$ cat src/rtl/usbirq_pkg.sv
package usbirq_pkg;

    localparam int DW = 32;
    localparam int AW = 8;

    typedef logic [DW-1:0] word_t;
    typedef logic [AW-1:0] addr_t;

    // Register byte offsets
    localparam addr_t OFS_REV       = 8'h00;
    localparam addr_t OFS_CTRL      = 8'h04;
    localparam addr_t OFS_STAT      = 8'h08;
    localparam addr_t OFS_EP_PEND   = 8'h20;
    localparam addr_t OFS_EP_PSET   = 8'h24;
    localparam addr_t OFS_EP_PCLR   = 8'h28;
    localparam addr_t OFS_EP_EN     = 8'h2C;
    localparam addr_t OFS_EP_ESET   = 8'h30;
    localparam addr_t OFS_EP_ECLR   = 8'h34;
    localparam addr_t OFS_EP_MASKED = 8'h38;
    localparam addr_t OFS_CR_PEND   = 8'h40;
    localparam addr_t OFS_CR_PSET   = 8'h44;
    localparam addr_t OFS_CR_PCLR   = 8'h48;
    localparam addr_t OFS_CR_EN     = 8'h4C;
    localparam addr_t OFS_CR_ESET   = 8'h50;
    localparam addr_t OFS_CR_ECLR   = 8'h54;
    localparam addr_t OFS_CR_MASKED = 8'h58;
    localparam addr_t OFS_EOI       = 8'h60;

    // Write strobes delivered to one pending/enable bank
    typedef struct packed {
        logic pend_set;
        logic pend_clr;
        logic en_set;
        logic en_clr;
    } bank_wr_t;

    // Valid bits of the endpoint word: TX 0..n-1 low, RX 1..n-1 above
    function automatic word_t ep_valid(input int n);
        logic [63:0] tx;
        logic [63:0] rx;
        tx = (64'd1 << n) - 64'd1;
        rx = ((64'd1 << n) - 64'd2) << n;
        return word_t'(tx | rx);
    endfunction

    function automatic word_t field_valid(input int width, input int lsb);
        logic [63:0] f;
        f = ((64'd1 << width) - 64'd1) << lsb;
        return word_t'(f);
    endfunction

endpackage

$ cat src/rtl/usbirq_bank.sv
module usbirq_bank
    import usbirq_pkg::*;
#(
    parameter word_t VALID = '1
) (
    input  logic     clk,
    input  logic     rst_n,
    input  logic     soft_clr,
    input  bank_wr_t wr,
    input  word_t    wdata,
    input  word_t    evt,
    output word_t    pend_o,
    output word_t    en_o
);

    typedef struct packed {
        word_t pend;
        word_t en;
    } bank_st_t;

    bank_st_t st_d, st_q;

    always_comb begin
        st_d = st_q;
        if (wr.pend_clr) st_d.pend = st_d.pend & ~wdata;
        if (wr.pend_set) st_d.pend = st_d.pend | wdata;
        // events applied last so a same-cycle clear cannot drop them
        st_d.pend = st_d.pend | evt;
        if (wr.en_clr)   st_d.en   = st_d.en & ~wdata;
        if (wr.en_set)   st_d.en   = st_d.en | wdata;
        st_d.pend = st_d.pend & VALID;
        st_d.en   = st_d.en & VALID;
        if (soft_clr) st_d = '0;
    end

    always_ff @(posedge clk or negedge rst_n) begin
        if (!rst_n) st_q <= '0;
        else        st_q <= st_d;
    end

    assign pend_o = st_q.pend;
    assign en_o   = st_q.en;

endmodule

$ cat src/rtl/usbirq_gate.sv
module usbirq_gate (
    input  logic clk,
    input  logic rst_n,
    input  logic soft_clr,
    input  logic eoi_we,
    input  logic pending,
    output logic irq_o
);

    typedef struct packed {
        logic armed;
        logic line;
    } gate_st_t;

    gate_st_t st_d, st_q;

    always_comb begin
        st_d = st_q;
        if (soft_clr || eoi_we) begin
            st_d.armed = 1'b1;
            st_d.line  = 1'b0;
        end else if (st_q.line) begin
            // line has fired: hold while pending, no re-rise until EOI
            st_d.armed = 1'b0;
            st_d.line  = pending;
        end else begin
            st_d.line = st_q.armed & pending;
        end
    end

    always_ff @(posedge clk or negedge rst_n) begin
        if (!rst_n) st_q <= '{armed: 1'b1, line: 1'b0};
        else        st_q <= st_d;
    end

    assign irq_o = st_q.line;

endmodule

$ cat src/rtl/usb_irq_wrap.sv
module usb_irq_wrap
    import usbirq_pkg::*;
#(
    parameter int    NUM_EP   = 16,
    parameter int    CORE_W   = 9,
    parameter int    CORE_LSB = 16,
    parameter word_t REV_ID   = 32'h5EC0_0102
) (
    input  logic              clk,
    input  logic              rst_n,
    input  logic              we_i,
    input  logic [AW-1:0]     addr_i,
    input  logic [DW-1:0]     wdata_i,
    output logic [DW-1:0]     rdata_o,
    input  logic [DW-1:0]     ep_evt_i,
    input  logic [CORE_W-1:0] core_evt_i,
    output logic              irq_o
);

    localparam word_t EP_VALID = ep_valid(NUM_EP);
    localparam word_t CR_VALID = field_valid(CORE_W, CORE_LSB);

    logic     soft_clr;
    logic     eoi_we;
    bank_wr_t ep_wr, cr_wr;
    word_t    ep_pend, ep_en, cr_pend, cr_en;
    word_t    cr_evt_word;
    logic     any_pending;

    always_comb begin
        soft_clr = we_i && (addr_i == OFS_CTRL) && wdata_i[0];
        eoi_we   = we_i && (addr_i == OFS_EOI);
        ep_wr.pend_set = we_i && (addr_i == OFS_EP_PSET);
        ep_wr.pend_clr = we_i && (addr_i == OFS_EP_PCLR);
        ep_wr.en_set   = we_i && (addr_i == OFS_EP_ESET);
        ep_wr.en_clr   = we_i && (addr_i == OFS_EP_ECLR);
        cr_wr.pend_set = we_i && (addr_i == OFS_CR_PSET);
        cr_wr.pend_clr = we_i && (addr_i == OFS_CR_PCLR);
        cr_wr.en_set   = we_i && (addr_i == OFS_CR_ESET);
        cr_wr.en_clr   = we_i && (addr_i == OFS_CR_ECLR);
        cr_evt_word    = word_t'(core_evt_i) << CORE_LSB;
    end

    usbirq_bank #(.VALID(EP_VALID)) u_ep_bank (
        .clk      (clk),
        .rst_n    (rst_n),
        .soft_clr (soft_clr),
        .wr       (ep_wr),
        .wdata    (wdata_i),
        .evt      (ep_evt_i),
        .pend_o   (ep_pend),
        .en_o     (ep_en)
    );

    usbirq_bank #(.VALID(CR_VALID)) u_cr_bank (
        .clk      (clk),
        .rst_n    (rst_n),
        .soft_clr (soft_clr),
        .wr       (cr_wr),
        .wdata    (wdata_i),
        .evt      (cr_evt_word),
        .pend_o   (cr_pend),
        .en_o     (cr_en)
    );

    assign any_pending = |(ep_pend & ep_en) || |(cr_pend & cr_en);

    usbirq_gate u_gate (
        .clk      (clk),
        .rst_n    (rst_n),
        .soft_clr (soft_clr),
        .eoi_we   (eoi_we),
        .pending  (any_pending),
        .irq_o    (irq_o)
    );

    always_comb begin
        unique case (addr_i)
            OFS_REV:       rdata_o = REV_ID;
            OFS_EP_PEND:   rdata_o = ep_pend;
            OFS_EP_EN:     rdata_o = ep_en;
            OFS_EP_MASKED: rdata_o = ep_pend & ep_en;
            OFS_CR_PEND:   rdata_o = cr_pend;
            OFS_CR_EN:     rdata_o = cr_en;
            OFS_CR_MASKED: rdata_o = cr_pend & cr_en;
            default:       rdata_o = '0;
        endcase
    end

endmodule

$ cat config.mk
export PLATFORM = sky130hd
export DESIGN_NAME = usb_irq_wrap
export DESIGN_NICKNAME = d
export VERILOG_FILES = /design/src/rtl/usbirq_pkg.sv /design/src/rtl/usbirq_bank.sv /design/src/rtl/usbirq_gate.sv /design/src/rtl/usb_irq_wrap.sv
export SDC_FILE = /design/constraint.sdc
export NUM_CORES = 1
export LEC_CHECK = 0
export BUFFER_PORTS_ARGS = -buffer_cell sky130_fd_sc_hd__buf_2
export CAP_MARGIN = 30
export CELL_PAD_IN_SITES_DETAIL_PLACEMENT = 0
export CELL_PAD_IN_SITES_GLOBAL_PLACEMENT = 1
export CORE_MARGIN = 1.5
export CORE_UTILIZATION = 36
export DETAILED_ROUTE_END_ITERATION = 8
export GPL_TIMING_DRIVEN = 0
export PLACE_DENSITY = 0.79
export SYNTH_ARGS = -nofsm -noshare
export SYNTH_HDL_FRONTEND = slang
export SYNTH_SLANG_ARGS = --single-unit
$ cat constraint.sdc
create_clock -name clk -period 1.3 [get_ports clk]
set_input_delay 0.065 -clock clk [delete_from_list [all_inputs] [get_ports clk]]
set_output_delay 0.065 -clock clk [all_outputs]
set_load 0.01 [all_outputs]
==> impl_metrics.toml, run 1 <==
[layout]
layoutNonFillerInstCount = 1060
drive_gt1_share_pct = 32.6
mostFrequentLayoutCell = "buf_2"
syn_to_final_growth_pct = 55.4
diodes = 0
final_nets = 963
final_cell_mix = "buf_2, nand2_1, a21oi_1"
final_area_sq_mm = 0.00774

[logic_synthesis]
ys_warn_count = 0
synth_area_sq_mm = 0.00498
avgSynthCellArea_sq_um = 7.90
ys_types = 43
syn-num-nets = 715
yosysSeqAreaShare_pct = 41.2
synth_edf_count = 0
synthFlopType = "dfrtp_1"
syn-instance-count = 631
async_reset_ff_share_pct = 100
synth.ff_latch_count = 82

[detailed_routing]
vias = 6067
wl_mm = 21.0
drcViolationCount = 0
viasPerCell = 5.72
firstDrtPassIters = 6
wl_per_cell_um = 19.8
ant_nets = 0
drt_iter0_markers = 593

[global_route]
grtUsageMet1_pct = 37.8
antenna_found_initial = 0
grt_max_degree = 63
met3_usage_pct = 6.08
grt_pass1_wl_mm = 31.6
gr-usage-met2_pct = 46.7
grtUsageTotal_pct = 28.8
top_usage_layer = "met2"
grt_pass1_vias = 5725
grt_overflow = 0

[cts]
cts_buffers = 9
cts_max_path_buffers = 2
clock_sinks = 82
cts_root_buf = "clkbuf_16"
clkTransAtPathRegs_ns = 0.06
cts-htree-levels = 3
cts_tree = "built"
clkLatencyLatePin_ns = 0.35

[timing]
rsz0062_at_grt = "yes"
setup_ws_ns = -0.345
whs_ns = -0.0000881
slew_violations = 0
post-route-period-util_pct = 127
hold_viol = 1
maxSlewHeadroom_pct = 46.2
finalSetupViolations = 103
fmax_ghz = 0.608
period_needed_ns = 1.64
worst_slew_pin_slew_ns = 0.806
skew_ns = 0.00463

[critical_path]
cp_data_required_time_ns = 1.24
r2r_end = "u_gate.irq_o$_DFF_PN0_"
critPathMaxStageDelay_ns = 0.57
crit_fanout = 7
rrSetupSlack_ns = -0.19
criticalPathCategory = "in -> out"
end_kind = "output pin"
cp_slowest_cell = "or4_4"
start_kind = "primary input"
cp.arrival_ns = 1.58
crit_start = "addr_i[3]"
cp_cell_sequence = "buf_8, or4_4, nor3_4, nor3b_4, buf_12, a221o_1, buf_2"
rr_startpoint = "u_ep_bank.pend_o[22]$_DFF_PN0_"
r2r.worst_path.cells = 5

[floorplanning]
die_area_sq_mm = 0.0146
die_y_um = 121
placement_rows = 42
io_pins = 117
initial_core_util_pct = 37.2
die_x_um = 121
core_area_sq_mm = 0.0134

[min_path]
hold_end = "u_cr_bank.pend_o[23]$_DFF_PN0_"
hold_start = "core_evt_i[7]"
hold_path.class = "in -> reg"
whs_path_depth = 3

[power_and_ir_drop]
peakVddDrop_uv = 562
power.density_mw_per_mm2 = 794
p_leak_nw = 3.47

[outcome]
violations = "negative hold slack, negative setup slack"
status = "finished with violations"

[placement]
placed_area_sq_mm = 0.00587
hpwl_mm = 13.5
dp_cells = 923
finalWeightedCongestion = 0.941
placement.io_buffers = 115

[job]
max-cap-violations = 0
[per-stage QoR]
stage	power [mW]	util, %	worst slack [ns]	setup TNS (ns)
after CTS	6.10	55.3	-0.366	-8.13
after floorplan	3.04	-	-0.0120	-0.107
after global placement	3.41	43.6	-0.667	-97.96
final	6.15	57.8	-0.345	-13.15
after detailed placement	3.44	43.8	-0.688	-52.27
after global routing	6.37	57.8	-0.373	-24.60
[cell usage after synthesis, types with 2 or more instances]
master	n	area, sq um
a21oi_1	127	636
nand2_1	112	420
dfrtp_1	81	2030
o21ai_1	69	345
inv_1	51	191
o21ai_0	32	160
buf_2	28	140
a22oi_1	13	97.6
clkbuf_1	12	45.0
a221o_1	11	110
nand3_1	10	50.1
a22o_1	9	78.8
a31oi_1	9	56.3
a21o_1	8	60.1
and3_1	8	50.1
and2_1	5	31.3
a221oi_1	4	35.0
a32o_1	4	40.0
buf_6	4	45.0
o22ai_1	4	25.0
nor4b_2	3	45.0
a32oi_1	2	17.5
and4_1	2	17.5
and4bb_1	2	25.0
buf_4	2	15.0
nor2b_1	2	12.5
[layer usage]
metal | routed length [um] | up-vias
met5 | 0 | -
met4 | 697 | 0
met3 | 1770 | 57
met2 | 9930 | 318
met1 | 8630 | 2931
li1 | - | 2761
[state kept, by name, indices dropped and copies added, names as in the netlist]
register / flops
u_gate.irq_o: 1
u_cr_bank.pend_o: 9
u_ep_bank.en_o: 31
u_ep_bank.pend_o: 31
u_cr_bank.en_o: 9
u_gate.st_q: 1
[where the power goes]
part	switching, mW	internal (mW)
sequential	0.0803	2.63
combinational	0.482	0.512
clock	1.05	1.39
total	1.61	4.54
[critical path: cells and delay by family]
family	cells	cell delay, ns
compound gates	1	0.14
buf+inv	3	0.40
simple gates	3	0.97
[how the worst max path moves through the flow]
stage	end	cells after the start
after floorplan	rdata_o[17]	6
after global placement	u_ep_bank.pend_o[8]$_DFF_PN0_	6
after detailed placement	u_ep_bank.pend_o[7]$_DFF_PN0_	6
after CTS	rdata_o[28]	7
after global routing	rdata_o[30]	7
final	rdata_o[30]	7
[cell families after synthesis]
group	after synthesis	synth area share [%]
simple gates	157	16.1
buf+inv	97	8.76
compound gates	295	33.9
flops	82	41.2
[area by class of cell]
type / instances / area (sq um)
plain buffers: 43 / 353
well taps: 176 / 220
fillers: 1232 / 5660
clock buffers: 13 / 260
clock inverters: 3 / 15.0
repair buffers: 240 / 1910
flip-flops and latches: 82 / 2060
inverters: 51 / 191
multi-input cells: 452 / 2740
[timing repair]
action | CTS | global route
hold buffers | 59 | 0
buffers inserted | 39 | 22
resized for setup | 77 | 45
pin swaps | 40 | 31
endpoints found under the setup margin | 103 | 113
gates cloned | 3 | 1
hold endpoints to repair | 126 | 0
(Power assumes the default switching activity.)
==> inputs of run 2 (changes only) <==
CAP_MARGIN = default   (was 30)
TNS_END_PERCENT = 10   (was default)
==> run 2 against run 1 <==
The flow finishes with violations (negative setup slack). Sequential cell count unchanged. Non-clock buffer count decreased by 45. Worst hold slack improved by 0.0080 ns. Via count decreased by 4.2%. Cell count decreased by 4.2%. Maximum frequency increased by 0.42%. Global-route usage decreased by 0.29 points. Critical path depth increased by 1. Setup slack improved by 0.0069 ns. Critical endpoint is now rdata_o[28].
==> impl_metrics.toml, run 2 (synthesis results as in run 1) <==
[outcome]
status = "finished with violations"
violations = "negative setup slack"

[detailed_routing]
ant_nets = 0
wl_mm = 20.7
vias = 5810
drt_iter0_markers = 583
viasPerCell = 5.72
drcViolationCount = 0
wl_per_cell_um = 20.4
firstDrtPassIters = 7

[placement]
finalWeightedCongestion = 0.950
dp_cells = 923
hpwl_mm = 13.7
placement.io_buffers = 115

[global_route]
grt_pass1_wl_mm = 31.1
top_usage_layer = "met2"
gr-usage-met2_pct = 46.4
met3_usage_pct = 5.61
antenna_found_initial = 0
grt_overflow = 0
grtUsageMet1_pct = 38.9
grt_max_degree = 49
grtUsageTotal_pct = 28.5
grt_pass1_vias = 5500

[layout]
final_core_util_pct = 54.0
diodes = 0
multi_input_area_sq_mm = 0.00264
syn_to_final_growth_pct = 45.3
final_nets = 918
mostFrequentLayoutCell = "buf_2"
drive_gt1_share_pct = 27.1
seq_area_sq_mm = 0.00205
final_cell_mix = "buf_2, a21oi_1, nand2_1"
layoutNonFillerInstCount = 1015
fillers = 1266

[floorplanning]
die_area_sq_mm = 0.0146
initial_core_util_pct = 37.2
die_x_um = 121
core_area_sq_mm = 0.0134
die_y_um = 121
placement_rows = 42
io_pins = 117

[critical_path]
cp.arrival_ns = 1.57
crit_fanout = 10
criticalPathCategory = "in -> out"
critPathBufInv = 4
cp_top_family = "buffers and inverters"
cp_cell_sequence = "buf_6, buf_6, and4bb_1, and2_4, buf_6, a21o_1, a221o_1, buf_2"
crit_top_cell = "buf_6"
cp_slowest_cell = "a221o_1"
start_kind = "primary input"
end_kind = "output pin"
critPathMaxStageDelay_ns = 0.34
cp_data_required_time_ns = 1.24

[timing]
finalSetupViolations = 113
slew_violations = 0
setup_ws_ns = -0.338
period_needed_ns = 1.64
rsz0062_at_grt = "yes"
fmax_ghz = 0.611
tns_ns = -12.93
post-route-period-util_pct = 126
maxSlewHeadroom_pct = 49.2
worst_slew_pin_slew_ns = 0.762
skew_ns = 0.00536
hold_viol = 0

[job]
max-cap-violations = 0

[min_path]
hold_path.class = "in -> reg"

[cts]
cts_max_path_buffers = 2
cts_buffers = 9
clkTransAtPathRegs_ns = 0.06
clock_sinks = 82
cts-htree-levels = 3
clkLatencyLatePin_ns = 0.35
cts_root_buf = "clkbuf_16"
cts_tree = "built"

[power_and_ir_drop]
power.density_mw_per_mm2 = 892
power_frac_comb_pct = 13.9
seq_power_share_pct = 42.1
p_leak_nw = 3.22
clockPowerShare_pct = 44.0
switching_share_pct = 24.6
p_int_mw = 4.87
peakVddDrop_uv = 845
p_sw_mw = 1.59
## run 2: cell types whose count changed in the layout (fill, tap and decap cells not counted), sizes merged
cell and delta:
buf -42, dlygate4sd3 -5, clkbuf +4, clkinv -3
bufinv +2, bufbuf -1
## run 2: stage by stage
step	power [mW]	setup WS (ns)	hold WS, ns	area [sq um]
2_1_floorplan	3.04	-0.0653	-0.231	5030
3_3_place_gp	3.41	-0.672	0.313	5830
3_5_place_dp	3.44	-0.689	0.0639	5860
4_1_cts	6.44	-0.345	0.000793	6990
5_1_grt	6.69	-0.399	0.00480	7240
6_report	6.45	-0.338	0.00788	7240
## run 2: layout make-up
| type | count | share of cell area (%) |
|---|---|---|
| multi-input combinational | 452 | 36.4 |
| buffer | 44 | 4.60 |
| tap | 176 | 3.04 |
| clock buffer | 14 | 3.65 |
| timing repair buffer | 194 | 20.4 |
| inverter | 51 | 2.64 |
| clock inverter | 2 | 0.830 |
| sequential | 82 | 28.4 |
## run 2: path summary, 6_finish.rpt
path | slack (ns) | from | endpoint | depth (start not counted)
min | 0.008 | core_evt_i[5] | u_cr_bank.pend_o[21]$_DFF_PN0_ | 3
max reg2reg | -0.04 | u_ep_bank.pend_o[6]$_DFF_PN0_ | u_gate.irq_o$_DFF_PN0_ | 4
max | -0.34 | addr_i[5] | rdata_o[28] | 8
max in group asynchronous | 0.41 | rst_n | u_gate.st_q[1]$_DFFE_PN1P_ | 3
min in group asynchronous | 0.23 | rst_n | u_ep_bank.pend_o[2]$_DFF_PN0_ | 2
min reg2reg | 0.52 | u_gate.st_q[1]$_DFFE_PN1P_ | u_gate.st_q[1]$_DFFE_PN1P_ | 1
## run 2: timing repair
item                                   4_1_cts  5_1_grt
gates resized for setup                     50       21
pin swaps                                   11       10
buffers inserted                             9       11
cloned                                       1        3
setup endpoints to repair                   86      113
hold buffers                                54        0
endpoints found under the hold margin       87        0
## run 2: power groups by stage
stage	logic, mW	clock network, mW	registers (mW)
3_3_place_gp	0.658	0	2.75
6_report	0.899	2.84	2.71
5_1_grt	0.982	2.98	2.72
4_1_cts	0.863	2.87	2.71
3_5_place_dp	0.690	0	2.75
2_1_floorplan	0.308	0	2.73
## run 2: layer usage
metal,vias up,part of all wire [%]
li1,2665,-
met1,2804,43
met2,312,47
met3,29,8.4
met4,0,1.8
met5,-,0
## run 2: worst register-to-register path, delay by kind of cell, from the launching register on
kind            cells  cell delay, ns
compound gates      3            0.55
flops               1            0.43
simple gates        1            0.24
==> inputs of run 3 (changes only) <==
clock period = 1.5 ns   (was 1.3 ns; I/O delays follow)
==> run 3 against run 2 <==
The flow still finishes with violations (negative setup slack). First-iteration DRC count is 14% lower. Worst hold slack better by 0.0013 ns. Cell count is 0.20% lower.
==> impl_metrics.toml, run 3 (synthesis results as in run 1) <==
[outcome]
status = "finished with violations"
violations = "negative setup slack"

[detailed_routing]
wl_per_cell_um = 20.2
drcViolationCount = 0
ant_nets = 0
vias = 5733
drt_iter0_markers = 501
firstDrtPassIters = 7
viasPerCell = 5.66
wl_mm = 20.4

[timing]
maxSlewHeadroom_pct = 51.3
skew_ns = 0.00719
setup_ws_ns = -0.217
slew_violations = 0
fmax_ghz = 0.582
post-route-period-util_pct = 114
whs_ns = 0.00922
hold_viol = 0
finalSetupViolations = 31
rsz0062_at_grt = "yes"
period_needed_ns = 1.72
worst_slew_pin_slew_ns = 0.731

[critical_path]
cp.arrival_ns = 1.64
end_kind = "output pin"
critPathMaxStageDelay_ns = 0.30
cp_slowest_cell = "a222oi_1"
cp_data_required_time_ns = 1.42
criticalPathCategory = "in -> out"
critPathBufInv = 5
cp_top_family = "buffers and inverters"
crit_fanout = 6
start_kind = "primary input"
cp_cell_sequence = "clkbuf_4, and4bb_4, and2_1, buf_6, buf_12, buf_4, a222oi_1, o21ai_1, buf_2"

[min_path]
hold_path.class = "in -> reg"

[placement]
finalWeightedCongestion = 0.943
place_ws_ns = -0.552
hpwl_mm = 13.5
placement.io_buffers = 115

[cts]
clkTransAtPathRegs_ns = 0.06
clkLatencyLatePin_ns = 0.36
cts-htree-levels = 3
cts_max_path_buffers = 2
cts_root_buf = "clkbuf_16"
cts_buffers = 9
clock_sinks = 82
cts_tree = "built"

[global_route]
grt_overflow = 0
antenna_found_initial = 0
grt_pass1_vias = 5509
grt_pass1_wl_mm = 30.9
grt_max_degree = 70
grtUsageTotal_pct = 28.4

[layout]
syn_to_final_growth_pct = 40.6
multi_input_area_sq_mm = 0.00255
fillers = 1306
seq_area_sq_mm = 0.00205
final_nets = 915
drive_gt1_share_pct = 24.0
final_cell_mix = "buf_2, a21oi_1, nand2_1"
mostFrequentLayoutCell = "buf_2"

[floorplanning]
io_pins = 117
die_x_um = 121
die_y_um = 121
core_area_sq_mm = 0.0134
die_area_sq_mm = 0.0146
placement_rows = 42
initial_core_util_pct = 37.2

[power_and_ir_drop]
p_int_mw = 3.88
clockPowerShare_pct = 40.9
power.density_mw_per_mm2 = 752
power_frac_comb_pct = 14.4
p_sw_mw = 1.39
p_leak_nw = 3.12
switching_share_pct = 26.4
seq_power_share_pct = 44.7
peakVddDrop_uv = 591

[job]
max-cap-violations = 0
==> run 3: area by class of cell <==
cell class,count,area share (%)
flip-flops and latches,82,29.3
inverters,51,2.73
well taps,176,3.14
repair buffers,190,19.8
diodes,1,0.0357
multi-input cells,452,36.5
plain buffers,45,4.63
clock buffers,16,3.88
==> run 3: final timing paths <==
path | startpoint | end | slack (ns) | cells past startpoint
max in group asynchronous | rst_n | u_gate.st_q[1]$_DFFE_PN1P_ | 0.73 | 3
min in group asynchronous | rst_n | u_ep_bank.pend_o[5]$_DFF_PN0_ | 0.12 | 2
hold reg to reg | u_gate.st_q[1]$_DFFE_PN1P_ | u_gate.st_q[1]$_DFFE_PN1P_ | 0.51 | 1
setup / recovery | addr_i[3] | rdata_o[21] | -0.22 | 9
hold / removal | ep_evt_i[29] | u_ep_bank.pend_o[29]$_DFF_PN0_ | 0.009 | 3
setup reg to reg | u_ep_bank.pend_o[6]$_DFF_PN0_ | u_gate.irq_o$_DFF_PN0_ | 0.02 | 4
==> run 3: power groups by stage <==
stage | clock [mW] | combinational (mW) | sequential (mW)
floorplan | 0 | 0.261 | 2.37
global placement | 0 | 0.563 | 2.39
detailed placement | 0 | 0.589 | 2.39
CTS | 2.18 | 0.729 | 2.35
global route | 2.25 | 0.831 | 2.36
finish | 2.15 | 0.759 | 2.35
==> run 3: through the flow <==
| stage | setup TNS, ns | std cells | area [sq um] | total power, mW | util, % |
|---|---|---|---|---|---|
| detailed placement | -38.07 | 923 | 5810 | 2.98 | 43.3 |
| finish | -3.92 | 1013 | 7000 | 5.27 | 52.3 |
| CTS | -2.98 | 1003 | 6820 | 5.26 | 50.9 |
| global placement | -66.38 | 922 | 5780 | 2.95 | 43.1 |
| global route | -6.11 | 1012 | 7000 | 5.44 | 52.3 |
| floorplan | 0 | 631 | 4980 | 2.63 | - |
==> run 3: metal layers <==
layer | vias up | part of all wire (%) | GRT usage [%]
li1 | 2660 | - | -
met1 | 2727 | 43 | 38.2
met2 | 301 | 46 | 45.7
met3 | 45 | 7.8 | 4.06
met4 | 0 | 3.0 | 11.7
met5 | - | 0 | 0
==> run 3: worst reg2reg max path: stages, from the launching register on <==
cell and delay (ns):
dfrtp_1 0.42, a22o_1 0.24, a221oi_1 0.33, and4_1 0.27
a311oi_1 0.09
==> run 3: what timing repair did <==
item / in CTS / in global routing
pin swaps: 11 / 13
endpoints found under the setup margin: 50 / 103
hold endpoints to repair: 135 / 0
gates resized for setup: 33 / 33
cloned: 1 / 0
hold buffers: 55 / 0
setup buffers: 9 / 9
